`config.mk`:
```
export PLATFORM = sky130hd
export DESIGN_NAME = siocfg_port
export DESIGN_NICKNAME = d
export VERILOG_FILES = /design/src/rtl/siocfg_pkg.sv /design/src/rtl/siocfg_decode.sv /design/src/rtl/siocfg_index.sv /design/src/rtl/siocfg_regfile.sv /design/src/rtl/siocfg_port.sv
export SDC_FILE = /design/constraint.sdc
export NUM_CORES = 1
export LEC_CHECK = 0
export BUFFER_PORTS_ARGS = -buffer_cell sky130_fd_sc_hd__buf_2
export CAP_MARGIN = 40
export CORE_MARGIN = 2
export CORE_UTILIZATION = 55
export DETAILED_ROUTE_END_ITERATION = 16
export PLACE_DENSITY_LB_ADDON = 0.25
export SYNTH_ARGS = -nofsm -noshare
export SYNTH_HDL_FRONTEND = slang
export SYNTH_SLANG_ARGS = --single-unit
```
`constraint.sdc`:
```
create_clock -name clk -period 5.4 [get_ports clk]
set_input_delay 1.08 -clock clk [delete_from_list [all_inputs] [get_ports clk]]
set_output_delay 1.08 -clock clk [all_outputs]
set_load 0.03 [all_outputs]
```
`src/rtl/siocfg_pkg.sv`:
```
package siocfg_pkg;

    localparam int BYTE_W   = 8;
    localparam int STRAP_W  = 5;
    localparam int NUM_REGS = 3;
    localparam logic [BYTE_W-1:0] ID_BYTE = 8'h88;

    typedef enum logic [1:0] {
        ID_FIRST  = 2'd0,
        ID_SECOND = 2'd1,
        ID_DONE   = 2'd2
    } id_step_e;

    typedef struct packed {
        logic [BYTE_W-1:0] pwr;
        logic [BYTE_W-1:0] addr;
        logic [BYTE_W-1:0] en;
    } cfg_regs_t;

    typedef struct packed {
        logic rd_idx;
        logic wr_idx;
        logic rd_dat;
        logic wr_dat;
    } acc_t;

    function automatic logic [BYTE_W-1:0] strap_enable(input logic [STRAP_W-1:0] s);
        if (s <= 5'd5)       return 8'h4F;
        else if (s <= 5'd11) return 8'h4B;
        else if (s <= 5'd15) return 8'h0F;
        else if (s <= 5'd19) return 8'h49;
        else if (s <= 5'd23) return 8'h07;
        else if (s <= 5'd29) return 8'h47;
        else if (s == 5'd30) return 8'h08;
        else                 return 8'h00;
    endfunction

    function automatic logic [BYTE_W-1:0] strap_address(input logic [STRAP_W-1:0] s);
        case (s)
            5'd1, 5'd2, 5'd13, 5'd21, 5'd25, 5'd26: return 8'h11;
            5'd3, 5'd14, 5'd22, 5'd27:              return 8'h39;
            5'd4, 5'd15, 5'd23, 5'd28:              return 8'h24;
            5'd5, 5'd29:                            return 8'h38;
            5'd6, 5'd16, 5'd19:                     return 8'h00;
            5'd7, 5'd8, 5'd17, 5'd18:               return 8'h01;
            5'd9:                                   return 8'h09;
            5'd10, 5'd11:                           return 8'h08;
            default:                                return 8'h10;
        endcase
    endfunction

    function automatic cfg_regs_t strap_defaults(input logic [STRAP_W-1:0] s);
        cfg_regs_t r;
        r.en   = strap_enable(s);
        r.addr = strap_address(s);
        r.pwr  = (s == 5'd31) ? 8'h02 : 8'h00;
        return r;
    endfunction

endpackage

```
`src/rtl/siocfg_decode.sv`:
```
module siocfg_decode
    import siocfg_pkg::*;
#(
    parameter int              ADDR_W    = 16,
    parameter logic [ADDR_W-1:0] BASE_ADDR = 16'h0398
) (
    input  logic [ADDR_W-1:0] addr,
    input  logic              rd,
    input  logic              wr,
    output acc_t              acc
);
    logic hit;

    always_comb begin
        hit        = (addr[ADDR_W-1:1] == BASE_ADDR[ADDR_W-1:1]);
        acc.rd_idx = hit && rd && !addr[0];
        acc.wr_idx = hit && wr && !addr[0];
        acc.rd_dat = hit && rd &&  addr[0];
        acc.wr_dat = hit && wr &&  addr[0];
    end
endmodule

```
`src/rtl/siocfg_index.sv`:
```
module siocfg_index
    import siocfg_pkg::*;
(
    input  logic              clk,
    input  logic              rst,
    input  logic              rd_idx,
    input  logic              wr_idx,
    input  logic [BYTE_W-1:0] wdata,
    output logic [BYTE_W-1:0] idx_q,
    output id_step_e          step_q
);
    always_ff @(posedge clk) begin
        if (rst) begin
            idx_q  <= '0;
            step_q <= ID_FIRST;
        end else if (wr_idx) begin
            idx_q  <= wdata;
            step_q <= ID_DONE;
        end else if (rd_idx && step_q != ID_DONE) begin
            step_q <= id_step_e'(step_q + 2'd1);
        end
    end

    // an index write latches the byte and ends the ID sequence
    a_r4_index_latch: assert property (@(posedge clk) disable iff (rst)
        wr_idx |=> (idx_q == $past(wdata)) && (step_q == ID_DONE));

    // the step never leaves its three legal values
    a_r3_step_legal: assert property (@(posedge clk) disable iff (rst)
        step_q != 2'd3);

    // an index read at the first step moves to the second
    a_r2_step_advance: assert property (@(posedge clk) disable iff (rst)
        (rd_idx && !wr_idx && step_q == ID_FIRST) |=> step_q == ID_SECOND);

    // without an index access the step holds
    a_r8_step_hold: assert property (@(posedge clk) disable iff (rst)
        (!rd_idx && !wr_idx) |=> $stable(step_q) && $stable(idx_q));
endmodule

```
`src/rtl/siocfg_regfile.sv`:
```
module siocfg_regfile
    import siocfg_pkg::*;
(
    input  logic               clk,
    input  logic               rst,
    input  logic [STRAP_W-1:0] strap,
    input  logic               wr_dat,
    input  logic [BYTE_W-1:0]  idx,
    input  logic [BYTE_W-1:0]  wdata,
    output cfg_regs_t          regs_q
);
    always_ff @(posedge clk) begin
        if (rst) begin
            regs_q <= strap_defaults(strap);
        end else if (wr_dat) begin
            case (idx)
                8'd0:    regs_q.en   <= wdata;
                8'd1:    regs_q.addr <= wdata;
                8'd2:    regs_q.pwr  <= wdata;
                default: ;
            endcase
        end
    end

    // data writes past the last register change nothing
    a_r6_no_write_oob: assert property (@(posedge clk) disable iff (rst)
        (wr_dat && idx >= 8'(NUM_REGS)) |=> $stable(regs_q));

    // a write to index 1 lands in the address byte only
    a_r5_addr_write: assert property (@(posedge clk) disable iff (rst)
        (wr_dat && idx == 8'd1) |=> (regs_q.addr == $past(wdata))
                                    && $stable(regs_q.en) && $stable(regs_q.pwr));

    // reset loads the strap table entry
    a_r7_reset_load: assert property (@(posedge clk)
        rst |=> regs_q == strap_defaults($past(strap)));
endmodule

```
`src/rtl/siocfg_port.sv`:
```
module siocfg_port
    import siocfg_pkg::*;
#(
    parameter int              ADDR_W    = 16,
    parameter logic [ADDR_W-1:0] BASE_ADDR = 16'h0398
) (
    input  logic               clk,
    input  logic               rst,
    input  logic [STRAP_W-1:0] strap,
    input  logic [ADDR_W-1:0]  bus_addr,
    input  logic               bus_rd,
    input  logic               bus_wr,
    input  logic [BYTE_W-1:0]  bus_wdata,
    output logic [BYTE_W-1:0]  bus_rdata,
    output logic [BYTE_W-1:0]  fn_enable,
    output logic [BYTE_W-1:0]  fn_address,
    output logic [BYTE_W-1:0]  pwr_test
);
    acc_t              acc;
    logic [BYTE_W-1:0] idx;
    id_step_e          step;
    cfg_regs_t         regs;

    siocfg_decode #(.ADDR_W(ADDR_W), .BASE_ADDR(BASE_ADDR)) u_dec (
        .addr (bus_addr),
        .rd   (bus_rd),
        .wr   (bus_wr),
        .acc  (acc)
    );

    siocfg_index u_idx (
        .clk    (clk),
        .rst    (rst),
        .rd_idx (acc.rd_idx),
        .wr_idx (acc.wr_idx),
        .wdata  (bus_wdata),
        .idx_q  (idx),
        .step_q (step)
    );

    siocfg_regfile u_regs (
        .clk    (clk),
        .rst    (rst),
        .strap  (strap),
        .wr_dat (acc.wr_dat),
        .idx    (idx),
        .wdata  (bus_wdata),
        .regs_q (regs)
    );

    always_comb begin
        bus_rdata = '0;
        if (acc.rd_idx) begin
            case (step)
                ID_FIRST:  bus_rdata = ID_BYTE;
                ID_SECOND: bus_rdata = '0;
                default:   bus_rdata = idx;
            endcase
        end else if (acc.rd_dat) begin
            case (idx)
                8'd0:    bus_rdata = regs.en;
                8'd1:    bus_rdata = regs.addr;
                8'd2:    bus_rdata = regs.pwr;
                default: bus_rdata = '0;
            endcase
        end
    end

    assign fn_enable  = regs.en;
    assign fn_address = regs.addr;
    assign pwr_test   = regs.pwr;

    // Input assumption: one strobe at a time
    a_r1_one_strobe: assert property (@(posedge clk) disable iff (rst)
        !(bus_rd && bus_wr));

    // accesses outside the window leave all state alone
    a_r1_miss_ignored: assert property (@(posedge clk) disable iff (rst)
        ((bus_rd || bus_wr) && bus_addr[ADDR_W-1:1] != BASE_ADDR[ADDR_W-1:1])
        |=> $stable(fn_enable) && $stable(fn_address) && $stable(pwr_test));

    // no accepted read, no data on the bus
    a_r1_idle_zero: assert property (@(posedge clk) disable iff (rst)
        !bus_rd |-> bus_rdata == 8'h00);
endmodule

```
After elaboration in Yosys (flattened, before gate mapping)
Memory sizes are Yosys's and may differ from the RTL's.
Cells that the tools add are included.
{ "classes": {"n_addsub": 1, "multipliers": 0, "div_mod_pow": 0, "magnitude_cmp": 6, "n_eq_ne": 7, "shifts": 0, "n_mux": 19, "bitwise_logic": 0, "reduce_logical": 19} }
{ "ops": {"columns": ["op", "count"], "rows": [
  ["8-bit 2-to-1 mux", 11],
  ["24-bit 2-to-1 mux", 2],
  ["8-bit case mux with 3 select lines", 1],
  ["8-bit case mux with 2 select lines", 1],
  ["15-bit by 9-bit equality test with 1-bit output (second input constant)", 1],
  ["5-bit <= comparator (second input constant)", 3],
  ["5-bit equality test (second input constant)", 2],
  ["5-bit by 4-bit <= comparator with 1-bit output (second input constant)", 2],
  ["2-bit nonzero test", 5],
  ["8-bit by 1-bit equality test with 1-bit output (second input constant)", 1],
  ["8-bit by 2-bit equality test with 1-bit output (second input constant)", 1],
  ["8-bit zero test", 1],
  ["1-bit logical AND", 7],
  ["2-bit 2-to-1 mux", 3],
  ["2-bit AND reduction", 3],
  ["5-bit by 3-bit <= comparator with 1-bit output (second input constant)", 1],
  ["4-bit 2-to-1 mux", 1],
  ["2-bit by 1-bit adder with 2-bit output (second input constant)", 1],
  ["2-bit by 1-bit equality test with 1-bit output (second input constant)", 1],
  ["2-bit zero test", 1],
  ["2-bit != test (second input constant)", 1],
  ["2-bit OR reduction", 1],
  ["1-bit zero test", 1]
]} }
{ "totals": {"reg_bits": 34, "latch_bits": 0, "ramBits": 0, "mem_bits_ro": 160, "input_bits": 33, "output_inout_bits": 32, "elab_cells": 59, "mem_count": 1} }
{ "mem_list": {"columns": ["memory", "depth", "width", "rd", "rd_clocked_by_memory_dff", "write_ports", "line", "rtl"], "rows": [
  ["(no name shown)", 32, 5, 1, 0, 0, "siocfg_pkg.sv:39", "case (s)"]
]} }

Depth between registers and ports, before layout
{ "logic_depth": {"depth_word": 9, "ltp_mapped": 6} }

By module
From an unflattened synthesis, not the netlist that was laid out.
{ "unflattened": {"hier_cells": 205, "area_unflattened_um2": 2198.4} }
{ "modules_own_cells": {"columns": ["module", "n_inst", "cells_each", "area_per_inst_um2"], "rows": [
  ["siocfg_regfile", 1, 118, 1368.8],
  ["siocfg_index", 1, 36, 382.9],
  ["siocfg_port", 1, 40, 335.3],
  ["siocfg_decode", 1, 11, 111.4]
]} }

Least setup slack after synthesis
No wires, ideal clock.
{ "synth_timing": {"path_type": "input port to output port", "from": "input port bus_addr[15]", "to": "output port bus_rdata[0]", "arrival_ns": 2.373, "slack_ns": 1.947, "stages": 4, "path_cell_list": "and4bb_2 nand2_1 nor4b_2 a22o_1"} }
{ "synth_via": {"elab_chain_cells": 5, "elab_cells_between_ends": 6, "cone_classes": "eq/ne (1); mux (2); reduce/logical (3)"} }
{ "synth_rtl": {"columns": ["item", "line", "rtl"], "rows": [
  ["from (decl)", "siocfg_port.sv:10", "input logic [ADDR_W-1:0] bus_addr,"],
  ["15-bit by 9-bit equality test with 1-bit output (*)", "siocfg_decode.sv:15", "hit = (addr[ADDR_W-1:1] == BASE_ADDR[ADDR_W-1:1]);"],
  ["1-bit logical AND (*)", "siocfg_decode.sv:16, siocfg_decode.sv:18", null],
  ["1-bit logical AND", "siocfg_decode.sv:18", "acc.rd_dat = hit && rd && addr[0];"],
  ["8-bit 2-to-1 mux", "siocfg_port.sv:59", "end else if (acc.rd_dat) begin"],
  ["8-bit 2-to-1 mux (*)", "siocfg_port.sv:53", "if (acc.rd_idx) begin"],
  ["to (decl)", "siocfg_port.sv:14", "output logic [BYTE_W-1:0] bus_rdata,"]
]} }
Every way passes the cells marked *; elsewhere a longest branch is shown, timed or not.

Worst setup path in the final report
{ "layout_timing": {"from": "input port bus_addr[11]", "to": "output port bus_rdata[2]"} }
The elaborated chain is that of the path after synthesis.

==> impl_metrics.csv <==
group,metric,value,unit
logic_synthesis,ys_async_sr_fraction,0,
timing,fmax,256.6,MHz
logic_synthesis,ys_seq_area_frac,0.4322,
setup_path,crit_chain,"buf_2, nor3_1, nand2_1, nor4b_2, a22o_1, buf_2",
drt,drcViolationCount,0,
timing,fin_crit,3.898,ns
placement,place_area,2465,sq um
finish,areaGrowthSynthToFinish,19.49,%
timing,slew-limit-headroom,0.4576,
global_routing,grt.total_usage,0.2429,
finish,diodes,0,
timing,setup_tns,0,ns
setup_path,worstPathArrival,2.82,ns
logic_synthesis,syn_area_per_cell,10.39,sq um
die,io_pins,65,
timing,tightestPinTransition,0.8125,ns
finish,nets,308,
drt,ant_nets,0,
timing,grt_setup_unrepaired,"no",
global_routing,antenna_found_initial,0,
power,ir_worst_vdd,0.00008377,V
finish,final_area,2546,sq um
die,initial_core_util,0.5777,
drt,dr.pass1.iters,4,
power,p_per_area,233.9,nW/um^2
clocking,clock_sinks,34,
logic_synthesis,yosysTopAreaCellShare,0.3382,
clocking,root_buffer,"clkbuf_8",
min_path,min-delay-start,"u_idx.step_q[0]$_SDFFE_PP0P_",
setup_path,end_kind,"primary output",
setup_path,cp_common_cell,"buf_2",
placement,finalWeightedCongestion,0.8638,
drt,wl_per_cell,15.66,um
logic_synthesis,synthCells,205,
drt,vias_per_cell,5.673,
setup_path,worstSetupPathType,"input pin to primary output",
finish,mostFrequentLayoutCells,"buf_2, edfxtp_1, o21ai_0, nand2_1, inv_1",
setup_path,cp-start-kind,"input pin",
logic_synthesis,synth-warning-count,0,
placement,place.detailed.hpwl,3.637,mm
die,coreArea,3689,sq um
timing,finalSetupViolCount,0,
logic_synthesis,synth_area,2131,sq um
logic_synthesis,synth_largest_area_cell,"edfxtp_1",
setup_path,startpoint,"bus_addr[11]",
min_path,worstHoldPathType,"flip-flop to flip-flop",
placement,io_buffers,64,
flow_run,cap_violations,0,
outcome,outcome,"complete, no violations",
finish,final_common_cell,"buf_2",
logic_synthesis,synth_area_leaders,"edfxtp_1, dfxtp_1, ha_1, mux2i_1, o21ai_0",
die,die_area,4388,sq um
clocking,path_clk_slew,0.06,ns
clocking,cts_made_buffers,5,
finish,drive_gt1_frac,0.3221,
logic_synthesis,ys_types,48,
logic_synthesis,synth_flop_cell,"edfxtp_1",
clocking,cts_tree,"yes",
drt,routed_wl,4.934,mm
clocking,clkLatencyLatePin,0.28,ns
setup_path,slowest_stage,"nor4b_2",
setup_path,cp.required,4.32,ns
clocking,htreeDepth,2,
timing,skew,0.003679,ns
setup_path,critPathMaxFanout,8,
timing,finalHoldViolations,0,
logic_synthesis,synth_nets,247,
drt,vias,1787,
global_routing,grt_pass1_wl,7.886,mm
timing,slew_violations,0,
drt,drtIter0Drc,88,
die,die_w,66.24,um
clocking,cts-hold-fix-buffers,0,
global_routing,first_global_vias,1726,
logic_synthesis,synth_edf_count,24,
setup_path,regToRegStartpoint,"u_idx.idx_q[0]$_SDFFE_PP0P_",
die,num_rows,22,
die,die_y,66.24,um
clocking,cts_setup_buffers,0,
setup_path,max_stage_delay,0.72,ns
global_routing,grt_max_degree,27,
clocking,cts_resized,0,
global_routing,overflow,0,
logic_synthesis,ys_seq_elements,34,
clocking,clock_path_buffers,2,
timing,finalCritPeriodShare,0.7218,
power,p_leak,1.087,nW
critical path: cells and delay by family:
family          cells  cell delay (ns)
buf+inv             2             0.29
simple gates        3             1.20
compound gates      1             0.25
per-stage QoR:
step	setup slack [ns]	hold slack, ns	util	std cells	total power, mW
after floorplan	1.947	0.4791	-	205	0.3869
after global placement	1.496	0.5162	0.6683	307	0.4252
after detailed placement	1.493	0.5203	0.6683	307	0.4278
after CTS	1.492	0.5293	0.6903	315	0.5970
after global routing	1.364	0.5816	0.6903	315	0.6187
final	1.502	0.5347	0.6903	315	0.5956
power by group:
part / leakage [nW] / switching, mW / internal, mW
logic: 0.732 / 0.0768 / 0.0394
clock network: 0.0426 / 0.0847 / 0.0884
registers: 0.313 / 0.00783 / 0.298
total: 1.09 / 0.169 / 0.426
cell families after synthesis:
group                      count (synthesis)  share of synthesized area
adders and majority gates                  9                    0.05285
muxes                                     17                    0.09748
AOI/OAI and AO/OA                         51                     0.1721
DFF                                       34                     0.4322
buffers and inverters                     25                    0.04815
xor gates and xnor gates                   2                   0.008222
and+or+nand+nor                           67                     0.1891
cell type report:
class	count	area, sq um
fill	322	1142
multi-input combinational	146	1107
sequential	34	920.9
timing repair buffer	64	320.3
clock buffer	6	72.57
tap	48	60.06
inverter	15	56.30
clock inverter	2	8.758
flip-flops by register name (all words and copies together), names as in the netlist:
signal / count
u_idx.idx_q: 8
u_idx.step_q: 2
u_regs.regs_q: 24
synth_stat cells (3+ instances only):
master,number
edfxtp_1,24
nand2_1,18
o21ai_0,18
inv_1,15
mux2i_1,11
nor2b_1,11
dfxtp_1,10
ha_1,9
a22o_1,8
clkbuf_1,8
nand3_1,7
nor2_1,6
a21oi_1,5
mux2_4,5
nor3_1,5
nand2b_1,4
a31o_2,3
o211ai_1,3
path summary, 6_finish.rpt:
check	cells past startpoint	slack (ns)	to
hold reg to reg	2	0.53	u_idx.step_q[0]$_SDFFE_PP0P_
setup / recovery	6	1.50	bus_rdata[2]
hold / removal	2	0.53	u_idx.step_q[0]$_SDFFE_PP0P_
setup reg to reg	2	3.26	u_regs.regs_q[14]$_SDFFCE_PP0P_
routing by layer:
metal  routed length (um)  track usage  vias to the layer above
met3                  247      0.04259                        9
li1                     -            -                      881
met4                  100       0.1224                        0
met5                    0            0                        -
met2                 2482       0.4225                       64
met1                 2104       0.2849                      833
(Power assumes the default switching activity.)
